[config.mk]
export PLATFORM = sky130hd
export DESIGN_NAME = serial_rx
export DESIGN_NICKNAME = d
export VERILOG_FILES = /design/src/rtl/serial_rx_pkg.sv /design/src/rtl/serial_rx_front.sv /design/src/rtl/serial_rx_parity.sv /design/src/rtl/serial_rx_core.sv /design/src/rtl/serial_rx.sv
export SDC_FILE = /design/constraint.sdc
export NUM_CORES = 1
export LEC_CHECK = 0
export ABC_AREA = 1
export BUFFER_PORTS_ARGS = -buffer_cell sky130_fd_sc_hd__buf_2
export CORE_MARGIN = 3
export CORE_UTILIZATION = 54
export DETAILED_ROUTE_END_ITERATION = 7
export GPL_TIMING_DRIVEN = 0
export PLACE_DENSITY = 0.89
export SLEW_MARGIN = 5
export SYNTH_ARGS = -nofsm -noshare
export SYNTH_HDL_FRONTEND = slang
export SYNTH_SLANG_ARGS = --single-unit
[constraint.sdc]
create_clock -name clk -period 1.85 [get_ports clk]
set_input_delay 0.4625 -clock clk [delete_from_list [all_inputs] [get_ports clk]]
set_output_delay 0.4625 -clock clk [all_outputs]
set_load 0.005 [all_outputs]
[src/rtl/serial_rx_pkg.sv]
package serial_rx_pkg;
  typedef enum logic [2:0] {
    PAR_NONE = 3'd0,
    PAR_ODD  = 3'd1,
    PAR_EVEN = 3'd2,
    PAR_ZERO = 3'd3,
    PAR_ONE  = 3'd4
  } par_mode_e;

  typedef enum logic [2:0] {
    ST_IDLE,
    ST_START,
    ST_DATA,
    ST_PAR,
    ST_STOP
  } rx_state_e;
endpackage

[src/rtl/serial_rx_front.sv]
module serial_rx_front #(
  parameter int STAGES = 2
) (
  input  logic clk,
  input  logic rst,
  input  logic line_i,
  input  logic invert_i,
  output logic level_o,
  output logic fall_o
);
  logic [STAGES-1:0] sync_q;
  logic              prev_q;

  // Reset to low so that a line low at reset is never seen as a falling edge.
  always_ff @(posedge clk) begin
    if (rst) begin
      sync_q <= '0;
      prev_q <= 1'b0;
    end else begin
      sync_q <= {sync_q[STAGES-2:0], line_i ^ invert_i};
      prev_q <= sync_q[STAGES-1];
    end
  end

  assign level_o = sync_q[STAGES-1];
  assign fall_o  = prev_q & ~sync_q[STAGES-1];
endmodule

[src/rtl/serial_rx_parity.sv]
module serial_rx_parity
  import serial_rx_pkg::*;
#(
  parameter int MAX_WIDTH = 9,
  parameter int WID_W     = $clog2(MAX_WIDTH + 1)
) (
  input  logic [MAX_WIDTH-1:0] word_i,
  input  logic [WID_W-1:0]     width_i,
  input  par_mode_e            mode_i,
  input  logic                 pbit_i,
  output logic                 ok_o
);
  logic [MAX_WIDTH-1:0] mask;
  logic                 ones_odd;

  for (genvar i = 0; i < MAX_WIDTH; i++) begin : g_mask
    assign mask[i] = (WID_W'(i) < width_i);
  end

  assign ones_odd = ^(word_i & mask) ^ pbit_i;

  always_comb begin
    unique case (mode_i)
      PAR_ODD:  ok_o = ones_odd;
      PAR_EVEN: ok_o = ~ones_odd;
      PAR_ZERO: ok_o = ~pbit_i;
      PAR_ONE:  ok_o = pbit_i;
      default:  ok_o = 1'b1;
    endcase
  end
endmodule

[src/rtl/serial_rx_core.sv]
module serial_rx_core
  import serial_rx_pkg::*;
#(
  parameter int CPB_W     = 16,
  parameter int MAX_WIDTH = 9,
  parameter int WID_W     = $clog2(MAX_WIDTH + 1)
) (
  input  logic                 clk,
  input  logic                 rst,
  input  logic                 level_i,
  input  logic                 fall_i,
  input  logic [CPB_W-1:0]     cpb_i,
  input  logic [WID_W-1:0]     width_i,
  input  par_mode_e            mode_i,
  input  logic                 msb_first_i,
  output logic                 valid_o,
  output logic [MAX_WIDTH-1:0] data_o,
  output logic                 perr_o,
  output logic                 ferr_o,
  output logic                 serr_o
);
  rx_state_e            state;
  logic [CPB_W-1:0]     tmr;
  logic [CPB_W-1:0]     cpb_q;
  logic [WID_W-1:0]     width_q;
  logic [WID_W-1:0]     bit_idx;
  par_mode_e            mode_q;
  logic                 msb_q;
  logic [MAX_WIDTH-1:0] word;
  logic [MAX_WIDTH-1:0] word_next;
  logic                 serr_acc;
  logic                 perr_acc;
  logic                 par_ok;
  logic                 tick;

  assign tick = (tmr == '0);

  // Next word: LSB-first inserts at position width-1 after a right shift,
  // MSB-first shifts left and inserts at position 0.
  always_comb begin
    if (msb_q) begin
      word_next = {word[MAX_WIDTH-2:0], level_i};
    end else begin
      word_next = word >> 1;
      for (int i = 0; i < MAX_WIDTH; i++) begin
        if (WID_W'(i) == width_q - WID_W'(1)) word_next[i] = level_i;
      end
    end
  end

  serial_rx_parity #(
    .MAX_WIDTH(MAX_WIDTH),
    .WID_W    (WID_W)
  ) parity_i (
    .word_i (word),
    .width_i(width_q),
    .mode_i (mode_q),
    .pbit_i (level_i),
    .ok_o   (par_ok)
  );

  always_ff @(posedge clk) begin
    if (rst) begin
      state    <= ST_IDLE;
      tmr      <= '0;
      cpb_q    <= '0;
      width_q  <= '0;
      bit_idx  <= '0;
      mode_q   <= PAR_NONE;
      msb_q    <= 1'b0;
      word     <= '0;
      serr_acc <= 1'b0;
      perr_acc <= 1'b0;
      valid_o  <= 1'b0;
      data_o   <= '0;
      perr_o   <= 1'b0;
      ferr_o   <= 1'b0;
      serr_o   <= 1'b0;
    end else begin
      valid_o <= 1'b0;
      if (state == ST_IDLE) begin
        if (fall_i) begin
          state    <= ST_START;
          tmr      <= (cpb_i >> 1) - CPB_W'(1);
          cpb_q    <= cpb_i;
          width_q  <= width_i;
          mode_q   <= mode_i;
          msb_q    <= msb_first_i;
          bit_idx  <= '0;
          word     <= '0;
          perr_acc <= 1'b0;
          serr_acc <= 1'b0;
        end
      end else if (!tick) begin
        tmr <= tmr - CPB_W'(1);
      end else begin
        tmr <= cpb_q - CPB_W'(1);
        unique case (state)
          ST_START: begin
            serr_acc <= level_i;
            state    <= ST_DATA;
          end
          ST_DATA: begin
            word <= word_next;
            if (bit_idx == width_q - WID_W'(1)) begin
              state <= (mode_q == PAR_NONE) ? ST_STOP : ST_PAR;
            end else begin
              bit_idx <= bit_idx + WID_W'(1);
            end
          end
          ST_PAR: begin
            perr_acc <= ~par_ok;
            state    <= ST_STOP;
          end
          ST_STOP: begin
            valid_o <= 1'b1;
            data_o  <= word;
            perr_o  <= perr_acc;
            ferr_o  <= ~level_i;
            serr_o  <= serr_acc;
            state   <= ST_IDLE;
          end
          default: state <= ST_IDLE;
        endcase
      end
    end
  end

  // strobe lasts a single cycle
  assert_single_pulse_R11: assert property (@(posedge clk) disable iff (rst)
    valid_o |=> !valid_o);

  // no parity error is ever reported without parity
  assert_none_no_perr_R7: assert property (@(posedge clk) disable iff (rst)
    (valid_o && mode_q == PAR_NONE) |-> !perr_o);

  // nothing above the latched width
  assert_word_fits_R3: assert property (@(posedge clk) disable iff (rst)
    valid_o |-> ((data_o >> width_q) == '0));

  // bit timer stays inside one bit period
  assert_timer_bound_R2: assert property (@(posedge clk) disable iff (rst)
    (state != ST_IDLE) |-> (tmr < cpb_q));

  // idle is left only on a falling edge
  assert_idle_hold_R1: assert property (@(posedge clk) disable iff (rst)
    (state == ST_IDLE && !fall_i) |=> (state == ST_IDLE));

  // frame settings frozen while a frame is in progress
  assert_cfg_frozen_R12: assert property (@(posedge clk) disable iff (rst)
    (state != ST_IDLE) |=> ($stable(width_q) && $stable(cpb_q) && $stable(msb_q)));
endmodule

[src/rtl/serial_rx.sv]
module serial_rx
  import serial_rx_pkg::*;
#(
  parameter int CPB_W       = 16,
  parameter int MAX_WIDTH   = 9,
  parameter int SYNC_STAGES = 2,
  parameter int WID_W       = $clog2(MAX_WIDTH + 1)
) (
  input  logic                 clk,
  input  logic                 rst,
  input  logic                 rx_line,
  input  logic                 cfg_invert,
  input  logic [CPB_W-1:0]     cfg_clks_per_bit,
  input  logic [WID_W-1:0]     cfg_width,
  input  logic [2:0]           cfg_parity,
  input  logic                 cfg_msb_first,
  output logic                 rx_valid,
  output logic [MAX_WIDTH-1:0] rx_data,
  output logic                 rx_parity_err,
  output logic                 rx_frame_err,
  output logic                 rx_start_err
);
  logic level;
  logic fall;

  serial_rx_front #(
    .STAGES(SYNC_STAGES)
  ) front_i (
    .clk     (clk),
    .rst     (rst),
    .line_i  (rx_line),
    .invert_i(cfg_invert),
    .level_o (level),
    .fall_o  (fall)
  );

  serial_rx_core #(
    .CPB_W    (CPB_W),
    .MAX_WIDTH(MAX_WIDTH),
    .WID_W    (WID_W)
  ) core_i (
    .clk        (clk),
    .rst        (rst),
    .level_i    (level),
    .fall_i     (fall),
    .cpb_i      (cfg_clks_per_bit),
    .width_i    (cfg_width),
    .mode_i     (par_mode_e'(cfg_parity)),
    .msb_first_i(cfg_msb_first),
    .valid_o    (rx_valid),
    .data_o     (rx_data),
    .perr_o     (rx_parity_err),
    .ferr_o     (rx_frame_err),
    .serr_o     (rx_start_err)
  );
endmodule

# Yosys cells after proc, flatten, opt, wreduce, memory -nomap -nowiden
# Index checks and enable logic that the tools add are counted.
[classes] n_lt_le_gt_ge=9 addsub=5 bitwise_logic=9 muxes=37 n_eq_ne=20 n_reduce_logical=17
[ops] operator="two-way mux 16 bit" n=3
[ops] operator="two-way mux 9 bit" n=5
[ops] operator="subtractor 16 x 1 -> 16 bit, second input constant" n=2
[ops] operator="two-way mux 4 bit" n=5
[ops] operator="two-way mux 1 bit" n=17
[ops] operator="== test 3 x 4 -> 1 bit, first input constant" n=4
[ops] operator="zero test 16 bit" n=1
[ops] operator="< comparator 3 x 4 -> 1 bit, first input constant" n=4
[ops] operator="subtractor 15 x 1 -> 16 bit, second input constant" n=1
[ops] operator="two-way mux 3 bit" n=5
[ops] operator="AND reduction 3 bit" n=5
[ops] operator="== test 3 x 2 -> 1 bit, second input constant" n=4
[ops] operator="bitwise AND 9 bit" n=1
[ops] operator="one-hot mux 3 bit (3 select lines)" n=1
[ops] operator="parity 9 bit" n=1
[ops] operator="== test 2 x 4 -> 1 bit, first input constant" n=2
[ops] operator="< comparator 1 x 4 -> 1 bit, first input constant" n=2
[ops] operator="< comparator 2 x 4 -> 1 bit, first input constant" n=2
[ops] operator="nonzero test 2 bit" n=4
[ops] operator="== test 3 x 1 -> 1 bit, second input constant" n=2
[ops] operator="== test 3 bit, second input constant" n=2
[ops] operator="zero test 3 bit" n=2
[ops] operator="inverter 1 bit" n=5
[ops] operator="adder 4 x 1 -> 4 bit, second input constant" n=1
[ops] operator="other kinds (14)" n=16
[totals] word_cells=114 ff_bits=74 output_inout_bits=13 inputBits=28

# Logic depth before layout (Yosys ltp)
[logic_depth] depth_word=10 ltp_mapped=16

# Modules after synthesis
# From an unflattened synthesis, not the netlist that was laid out.
[hier_totals] cells_unflattened=687 hier_area_um2=4506.8
[modules_own_cells] mod="serial_rx_core" cells_per_inst=586 area_per_inst_um2=3997.6 n_inst=1
[modules_own_cells] mod="serial_rx_parity" cells_per_inst=87 area_per_inst_um2=405.4 n_inst=1
[modules_own_cells] mod="serial_rx_front" cells_per_inst=14 area_per_inst_um2=103.8 n_inst=1

# Worst setup path before layout
# No wires, ideal clock.
[synth_timing] path_type="reg-to-reg" start="reg core_i.width_q[0]" end="reg core_i.word[3]" path_slack_ns=-0.008 synth_period_minus_slack_ns=1.858 t_arrival_ns=1.726 stages_incl_launch_ff=11 t_required_ns=1.718 cell_sequence="dfxtp_1 -> inv_1 -> ha_1 -> xnor2_1 -> inv_1 -> nor2_1 -> inv_1 -> o21ai_0 -> o311ai_1 -> o211ai_1 -> a21oi_1"
[synth_via] elab_chain_len=7
[synth_lines] item="from (decl)" line="serial_rx_core.sv:25" text="logic [WID_W-1:0] width_q;"
[synth_lines] item="from (signal assigned)" line="serial_rx_core.sv:86" text="width_q <= width_i;"
[synth_lines] item="subtractor 4 x 1 -> 4 bit" line="serial_rx_core.sv:46" text="if (WID_W'(i) == width_q - WID_W'(1)) word_next[i] = level_i;"
[synth_lines] item="== test 2 x 4 -> 1 bit" line="serial_rx_core.sv:46"
[synth_lines] item="two-way mux 1 bit" line="serial_rx_core.sv:46"
[synth_lines] item="two-way mux 9 bit" line="serial_rx_core.sv:41" text="if (msb_q) begin"
[synth_lines] item="two-way mux 9 bit" line="serial_rx_core.sv:98" text="unique case (state)"
[synth_lines] item="two-way mux 9 bit" line="serial_rx_core.sv:94" text="end else if (!tick) begin"
[synth_lines] item="two-way mux 9 bit" line="serial_rx_core.sv:81" text="if (state == ST_IDLE) begin"
[synth_lines] item="to (signal assigned)" line="serial_rx_core.sv:104" text="word <= word_next;"
[synth_lines] item="to (decl)" line="serial_rx_core.sv:29" text="logic [MAX_WIDTH-1:0] word;"
# Every way passes these cells. The select of a mux whose other input is x is not followed.
# A chain may end at the register's enable or synchronous reset.

# Worst setup path after layout
[layout_timing] start="reg core_i.width_q[1]" end="reg core_i.word[3]"
# The elaborated chain is that of the path after synthesis.

==> impl_metrics.csv <==
group,metric,value,unit
outcome,status,"complete, but fails checks",
outcome,violations,"setup timing",
floorplanning,row_count,32,
floorplanning,start_util,55.7,%
synth,syn-instance-count,621,
min_path,holdCritPathClass,"in2reg",
finish,fill_cells,556,
synth,synth-seq-cells,74,
detailed_routing,drtIter0Drc,627,
global_routing,antenna_found_initial,0,
detailed_routing,drt_drc_violations_left,0,
clock_tree,cts.htree.levels,3,
detailed_routing,viasPerCell,6.11,
timing,slew-limit-headroom,58.3,%
detailed_routing,wl_per_cell,17.5,microns
power,p_seq_share,22.2,%
clock_tree,clk_pin_slew,0.10,ns
clock_tree,hold_buffers,0,
timing,hold_violations,0,
setup_path,crit_family,"compound AO/OA/AOI/OAI gates",
clock_tree,clkSinkCount,74,
finish,final_common_cell,"nand2_1",
timing,tightest_slew,0.626,ns
finish,instances_no_fill,813,
power,switchingPower,4520,uW
global_routing,grt_use_total,26.7,%
timing,slew_violations,0,
flow_run,drv_cap,0,
timing,setup_slack,-0.242,ns
setup_path,worstPathCellList,"inv_2, ha_2, xnor2_4, inv_1, nor2_2, inv_1, o21ai_0, o311ai_1, o211ai_1, a21oi_1",
placed_design,dp_hpwl,8340,microns
synth,synth_cell_type_count,37,
finish,drive_gt1_share,32.8,%
finish,regArea,0.00151,sq mm
detailed_routing,via_count,4965,
power,p_total,9310,uW
synth,synth_area_leader_cell,"dfxtp_1",
clock_tree,worst_skew_pair.late_latency,0.37,ns
timing,skew,0.0122,ns
global_routing,grt_pass1_vias,4052,
power,p_int,4790,uW
clock_tree,cts_max_path_buffers,2,
synth,synth_edf_count,0,
finish,multiInputGateArea,0.00270,sq mm
finish,syn_to_final_growth,27.3,%
detailed_routing,drtPass1Iterations,6,
clock_tree,numCtsBuffers,9,
setup_path,crit_arrival,2.34,ns
timing,fmax,0.478,GHz
power,power_density,1690,mW/mm^2
global_routing,grt_pass1_wl,19100,microns
placed_design,place_inst,763,
floorplanning,die-area,0.00912,sq mm
clock_tree,cts-root-buf,"clkbuf_8",
detailed_routing,drt_wl_total,14200,microns
setup_path,start_kind,"flip-flop",
setup_path,crit_fanout,7,
finish,mostFrequentLayoutCells,"nand2_1 (90), a21oi_1 (70), inv_1 (65), dfxtp_1 (60), o21ai_0 (46)",
power,clkPwrFrac,14.8,%
timing,post-route-period-util,113,%
power,pwr-share-comb,63.0,%
synth,async_flop_share,0,%
placed_design,io_buffers,40,
synth,yosysTopAreaCellShare,34.3,%
power,p_sw_share,48.5,%
synth,syn-mean-instance-area,6.96,sq um
synth,ys.flop_type,"dfxtp_1",
timing,rsz0062_at_grt,"true",
synth,synthTopCellsByArea,"dfxtp_1 (34%), nand2_1 (8.9%), a21oi_1 (8.3%), nand3_1 (6.6%), inv_1 (6.0%)",
floorplanning,core,0.00777,sq mm
synth,syn_nets,658,
timing,whs,0.327,ns
finish,design_area,0.00551,sq mm
detailed_routing,final_antenna_net_count,0,
setup_path,crit_slowest_cell,"dfxtp_4",
floorplanning,fp.dieW,95.5,microns
setup_path,slowest_delay,0.37,ns
setup_path,cpMostUsedCell,"inv_1",
synth,synth_area,0.00432,sq mm
synth,synth_warnings,0,
setup_path,critical_path_class,"reg2reg",
setup_path,crit_required,2.10,ns
placed_design,place_area,0.00466,sq mm
placed_design,place.gp.congestion,0.948,
synth,yosysSeqAreaShare,34.3,%
clock_tree,cts_tree,"yes",
timing,setup-violations-final,26,
global_routing,grt_overflow,0,
finish,antenna_cells,0,
timing,min_period,2.09,ns
floorplanning,fp.dieH,95.5,microns
setup_path,critPathCaptureType,"flip-flop",
power,leakagePower,0.00242,uW
finish,fin_nets,743,
power,ir_worst_vdd,1000,uV
floorplanning,ioPinCount,41,
setup_path,crit_buf_inv,3,
global_routing,grt_max_degree,16,
kinds of logic after synthesis:
group,share of synthesized area [%]
xor+xnor,2.84
flops,34.3
simple gates,31.2
buf+inv,10.0
fa+ha+maj,2.60
compound gates,19.1
layout make-up:
type,count,share of cell area [%]
Buffer,26,3.09
Tap cell,102,2.32
Inverter,77,5.43
Timing Repair Buffer,74,8.95
Clock buffer,9,2.25
Clock inverter,7,1.50
Multi-Input combinational cell,444,49.0
Sequential cell,74,27.4
path summary, 6_finish.rpt:
kind	start	end	slack (ns)	cells past startpoint
setup / recovery	core_i.width_q[1]	core_i.word[3]	-0.24	10
hold / removal	rx_line	front_i.sync_q[0]	0.33	3
setup reg to reg	core_i.width_q[1]	core_i.word[3]	-0.24	10
hold reg to reg	front_i.sync_q[0]	front_i.sync_q[1]	0.42	2
synth_stat cells, types with 2 or more instances:
| cell | n |
|---|---|
| o21ai_0 | 49 |
| o211ai_1 | 10 |
| nand2_1 | 103 |
| nor2_4 | 7 |
| nor2_2 | 5 |
| buf_4 | 2 |
| nor3_1 | 8 |
| dfxtp_1 | 74 |
| buf_2 | 6 |
| buf_6 | 4 |
| inv_2 | 7 |
| nand3_1 | 57 |
| a31oi_1 | 2 |
| ha_1 | 9 |
| a21oi_1 | 72 |
| nand2_4 | 8 |
| o31ai_1 | 2 |
| o21bai_1 | 4 |
| or2_1 | 2 |
| o21ai_1 | 3 |
| nand4_1 | 3 |
| xnor2_1 | 6 |
| nand2_2 | 22 |
| inv_1 | 69 |
| nand3_2 | 9 |
| nor2_1 | 47 |
| clkbuf_1 | 14 |
| xor2_1 | 8 |
routing by layer:
layer / wire [microns] / vias to the layer above / track usage [%] / share of wire, %
met5: 0 / - / 0 / 0
met4: 777 / 0 / 12.7 / 5.5
met3: 1630 / 95 / 4.50 / 11
met2: 6520 / 421 / 42.4 / 46
met1: 5310 / 2233 / 35.1 / 37
li1: - / 2216 / - / -
sequential cells by signal (all words and copies together), names as in the netlist:
name and cells:
core_i.state 3, core_i.ferr_o 1, core_i.width_q 4, core_i.serr_o 1, core_i.word 9, front_i.prev_q 1
core_i.serr_acc 1, core_i.msb_q 1, core_i.bit_idx 4, front_i.sync_q 2, core_i.tmr 16, core_i.perr_o 1
core_i.perr_acc 1, core_i.cpb_q 16, core_i.data_o 9, core_i.mode_q 3, core_i.valid_o 1
per-stage QoR:
stage | setup slack, ns | setup TNS (ns) | util (%)
global route | -0.234 | -4.12 | 70.9
floorplan | 0.0392 | 0 | -
detailed placement | -0.263 | -3.42 | 60.0
finish | -0.242 | -1.50 | 70.9
CTS | -0.0258 | -0.0262 | 65.2
global placement | -0.194 | -1.78 | 60.0
worst register-to-register path, delay by kind of cell, from the launching register on:
family,cells,cell delay (ns)
AOI/OAI and AO/OA,4,0.67
xor gates and xnor gates,1,0.15
DFF,1,0.37
adders and majority gates,1,0.27
and+or+nand+nor,1,0.19
buffers and inverters,3,0.32
power by group through the flow:
stage                     logic, uW  registers (uW)  clock network, uW
after floorplan                3100            1980                  0
after global placement         3710            2020                  0
after global routing           6240            2080               1440
final                          5870            2060               1380
after detailed placement       3810            2020                  0
after CTS                      4340            2000               1340
timing repair:
item                                    4_1_cts  5_1_grt
endpoints found under the setup margin       25       39
pin swaps                                    12       31
setup buffers                                15       20
gates resized for setup                      31       84
Note: power is estimated with default switching activity, not from simulation.
